<file path="src/rtl/hzPkg.sv">
package hzPkg;

  typedef enum logic [1:0] {
    SEL_RF  = 2'b00,
    SEL_WB  = 2'b01,
    SEL_MEM = 2'b10
  } fwdSel_e;

  localparam int unsigned NUM_OPS = 2;

  // strobes from the compare logic to the select/bubble path
  typedef struct packed {
    logic [NUM_OPS-1:0] memHit;
    logic [NUM_OPS-1:0] wbHit;
    logic               loadUse;
  } hzStrobe_t;

endpackage

</file>
<file path="src/rtl/hzCtrl.sv">
module hzCtrl
  import hzPkg::*;
#(
  parameter int unsigned REG_AW = 5
) (
  input  logic [REG_AW-1:0] exRs,
  input  logic [REG_AW-1:0] exRt,
  input  logic              exMemRead,
  input  logic [REG_AW-1:0] memRd,
  input  logic              memRegWrite,
  input  logic [REG_AW-1:0] wbRd,
  input  logic              wbRegWrite,
  input  logic [REG_AW-1:0] idRs,
  input  logic [REG_AW-1:0] idRt,
  output hzStrobe_t         strobe
);

  localparam logic [REG_AW-1:0] ZERO_REG = '0;

  logic [NUM_OPS-1:0][REG_AW-1:0] exSrc;
  logic memQual;
  logic wbQual;

  assign exSrc[0] = exRs;
  assign exSrc[1] = exRt;

  // a stage only qualifies if it writes a real register
  assign memQual = memRegWrite && (memRd != ZERO_REG);
  assign wbQual  = wbRegWrite  && (wbRd  != ZERO_REG);

  for (genvar op = 0; op < NUM_OPS; op++) begin : g_cmp
    assign strobe.memHit[op] = memQual && (memRd == exSrc[op]);
    assign strobe.wbHit[op]  = wbQual  && (wbRd  == exSrc[op]);
  end

  assign strobe.loadUse = exMemRead && ((exRt == idRs) || (exRt == idRt));

endmodule

</file>
<file path="src/rtl/fwdPath.sv">
module fwdPath
  import hzPkg::*;
#(
  parameter int unsigned CTRL_W = 8
) (
  input  hzStrobe_t                 strobe,
  input  logic [CTRL_W-1:0]         idCtrl,
  output logic [NUM_OPS-1:0][1:0]   sel,
  output logic                      stallFront,
  output logic [CTRL_W-1:0]         exCtrlNext
);

  for (genvar op = 0; op < NUM_OPS; op++) begin : g_sel
    always_comb begin
      if (strobe.memHit[op])      sel[op] = SEL_MEM;
      else if (strobe.wbHit[op])  sel[op] = SEL_WB;
      else                        sel[op] = SEL_RF;
    end
  end

  assign stallFront = strobe.loadUse;
  assign exCtrlNext = strobe.loadUse ? '0 : idCtrl;


  always_comb begin
    sel_legal_chk: assert (sel[0] != 2'b11 && sel[1] != 2'b11);
  end

endmodule

</file>
<file path="src/rtl/hazardUnit.sv">
module hazardUnit
  import hzPkg::*;
#(
  parameter int unsigned REG_AW = 5,
  parameter int unsigned CTRL_W = 8
) (
  input  logic [REG_AW-1:0] exRs,
  input  logic [REG_AW-1:0] exRt,
  input  logic              exMemRead,
  input  logic [REG_AW-1:0] memRd,
  input  logic              memRegWrite,
  input  logic [REG_AW-1:0] wbRd,
  input  logic              wbRegWrite,
  input  logic [REG_AW-1:0] idRs,
  input  logic [REG_AW-1:0] idRt,
  input  logic [CTRL_W-1:0] idCtrl,
  output logic [1:0]        fwdSelA,
  output logic [1:0]        fwdSelB,
  output logic              stallFront,
  output logic [CTRL_W-1:0] exCtrlNext
);

  hzStrobe_t               strobe;
  logic [NUM_OPS-1:0][1:0] sel;

  hzCtrl #(.REG_AW(REG_AW)) u_ctrl (
    .exRs(exRs), .exRt(exRt), .exMemRead(exMemRead),
    .memRd(memRd), .memRegWrite(memRegWrite),
    .wbRd(wbRd), .wbRegWrite(wbRegWrite),
    .idRs(idRs), .idRt(idRt), .strobe(strobe)
  );

  fwdPath #(.CTRL_W(CTRL_W)) u_path (
    .strobe(strobe), .idCtrl(idCtrl), .sel(sel),
    .stallFront(stallFront), .exCtrlNext(exCtrlNext)
  );

  assign fwdSelA = sel[0];
  assign fwdSelB = sel[1];

  always_comb begin

    mem_priority_chk: assert (!(memRegWrite && memRd != '0 && memRd == exRs) || fwdSelA == 2'b10);

    opb_mem_chk: assert (!(memRegWrite && memRd != '0 && memRd == exRt) || fwdSelB == 2'b10);

    zero_reg_chk: assert (!(exRs == '0) || fwdSelA == 2'b00);

    load_use_chk: assert (!(exMemRead && (exRt == idRs || exRt == idRt)) || stallFront);

    bubble_chk: assert (!stallFront || exCtrlNext == '0);
  end

endmodule

</file>
<file path="config.mk">
export PLATFORM = sky130hd
export DESIGN_NAME = hazardUnit
export DESIGN_NICKNAME = d
export VERILOG_FILES = /design/src/rtl/hzPkg.sv /design/src/rtl/hzCtrl.sv /design/src/rtl/fwdPath.sv /design/src/rtl/hazardUnit.sv
export SDC_FILE = /design/constraint.sdc
export NUM_CORES = 1
export LEC_CHECK = 0
export BUFFER_PORTS_ARGS = -buffer_cell sky130_fd_sc_hd__buf_4
export CAP_MARGIN = 20
export CELL_PAD_IN_SITES_DETAIL_PLACEMENT = 1
export CELL_PAD_IN_SITES_GLOBAL_PLACEMENT = 1
export CORE_MARGIN = 1.5
export CORE_UTILIZATION = 24
export DETAILED_ROUTE_END_ITERATION = 8
export PLACE_DENSITY = 0.9
export SLEW_MARGIN = 20
export SYNTH_ARGS = -nofsm -noshare
export SYNTH_HDL_FRONTEND = slang
export SYNTH_SLANG_ARGS = --single-unit
</file>
<file path="constraint.sdc">
create_clock -name vclk -period 6.7
set_clock_uncertainty 0.05 [all_clocks]
set_input_delay 2.01 -clock vclk [all_inputs]
set_output_delay 2.01 -clock vclk [all_outputs]
set_load 0.005 [all_outputs]
</file>
==> flow_summary.yaml <==
status:
  status: "finished clean"
setup_path:
  slowest_stage: "or4_4"
  crit_type: "input pin to output port"
  required_ns: 4.64
  start_kind: "input pin"
  cp_cell_sequence: "buf_4, or4_4, o21ai_4, nor4_2, nor4_2, buf_4"
  path_max_fanout: 3
  cp-end-kind: "output port"
  worstPathArrival_ns: 3.33
  crit_path_max_incr_delay_ns: 0.54
global_routing:
  gr-total-overflow: 0
  antenna_found_initial: 0
  grt_pass1_wl_um: 2810
  grt_max_degree: 10
  grt_pass1_vias: 626
  grtUsageTotal_pct: 17.6
routing:
  ant_nets: 0
  firstDrtPassIters: 2
  via_per_inst: 4.34
  vias: 582
  postRouteWirelength_um: 1730
  drt-initial-drc-count: 3
  avgRoutedWirePerCell_um: 12.9
  drc: 0
final_layout:
  nFlopsAndLatches: 0
  area_growth_pct: 95.1
  final_cell_mix: "buf_4 (54), xor2_1 (22), and2_1 (9)"
  layout-drive-gt1-share_pct: 55.0
  clockBufferCount: 0
  fin_nets: 152
  register_area_um2: 0
  antenna_cells: 0
  final_common_cell: "buf_4"
power_and_ir_drop:
  power_frac_seq_pct: 0
  p_sw_uw: 21.1
  p_per_area_nw_per_um2: 59.3
  vdd_drop_max_mv: 0.0259
  power.leakage_nw: 0.421
  p_int_uw: 32.0
  pwr-share-comb_pct: 100.0
  switching_share_pct: 39.7
  clockPowerShare_pct: 0
synth:
  synth_nets: 96
  avgSynthCellArea_um2: 8.35
  yosysWarnings: 0
  synth_top_area_share_pct: 42.0
  synth_seq_area_share_pct: 0
  syn_area_um2: 459
  synthDistinctLibCells: 12
  netlist_instances: 55
  synth_area_leaders: "xor2_1 (42%), xnor2_1 (15%), and2_1 (12%)"
  yosysTopAreaCell: "xor2_1"
floorplan:
  die_area_um2: 2180
  die_w_um: 46.7
  initial_core_util_pct: 26.0
  die_h_um: 46.7
  core-area_um2: 1760
  io_pins: 54
  std_cell_rows: 15
clock_tree:
  ctsResizeCount: 0
  cts_hold_buf: 0
  post-cts-setup-buffers: 0
placement:
  gp_congestion: 0.806
  io_buffers: 54
  place_hpwl_um: 1630
timing:
  rsz0062_at_grt: "no"
  setup-tns-final_ns: 0
  worstMarginPinSlew_ns: 0.573
  slew_viol_final: 0
  clock.fmax_mhz: 185
  period_share_pct: 80.5
  setup_viol: 0
  min_period_ns: 5.39
  slew_headroom_pct: 61.8
  hold_viol: 0
  timing.hold.ws_ns: 4.25
hold_path:
  hp-class: "input pin to output port"
job:
  max-cap-violations: 0
-- routing by layer --
layer | share of wire (%) | vias to the layer above | global-route usage, %
li1 | - | 300 | -
met1 | 36 | 253 | 20.2
met2 | 54 | 29 | 35.3
met3 | 9.9 | 0 | 3.46
met4 | 0 | 0 | 0
met5 | 0 | - | 0
-- power by group through the flow --
stage / Clock, mW / Sequential [mW] / Combinational, mW
after floorplan: 0 / 0 / 0.0200
after global placement: 0 / 0 / 0.0524
after detailed placement: 0 / 0 / 0.0539
after CTS: 0 / 0 / 0.0542
after global routing: 0 / 0 / 0.0586
final: 0 / 0 / 0.0531
-- cells in the mapped netlist --
master,count
xor2_1,22
and2_1,9
xnor2_1,8
nor4_2,4
or4_1,3
nand3_1,2
nor4_1,2
a32oi_1,1
inv_1,1
o21ai_1,1
o21ai_4,1
or4_4,1
-- logic make-up (layout without fill, tap and decap cells) --
family	count (synthesis)	in the layout	share of synthesized area, %
AOI/OAI and AO/OA	3	3	6.54
and+or+nand+nor	21	21	35.4
buffers and inverters	1	55	0.817
xor gates and xnor gates	30	30	57.2
-- path summary, 6_finish.rpt --
check | startpoint | to | slack, ns | depth (start not counted)
setup / recovery | memRd[0] | fwdSelB[0] | 1.31 | 6
hold / removal | idCtrl[3] | exCtrlNext[3] | 4.25 | 3
-- worst max-delay path, delay by kind of cell --
| family | cells | cell delay (ns) |
|---|---|---|
| compound gates | 1 | 0.16 |
| buf+inv | 2 | 0.27 |
| simple gates | 3 | 0.88 |
-- stage by stage --
step	setup slack [ns]	instance area, um^2	total power, mW	utilization, %	std cells
2_1_floorplan	1.59	459	0.0200	-	55
3_3_place_gp	1.31	896	0.0524	50.8	134
3_5_place_dp	1.30	896	0.0539	50.8	134
4_1_cts	1.30	896	0.0542	50.8	134
5_1_grt	1.17	896	0.0586	50.8	134
6_report	1.31	896	0.0531	50.8	134
-- cell type report --
| type | count | area [um^2] |
|---|---|---|
| multi-input combinational | 54 | 455 |
| inverter | 1 | 3.75 |
| fill | 230 | 868 |
| tap | 25 | 31.3 |
| timing repair buffer | 54 | 405 |
(Power assumes the default switching activity.)
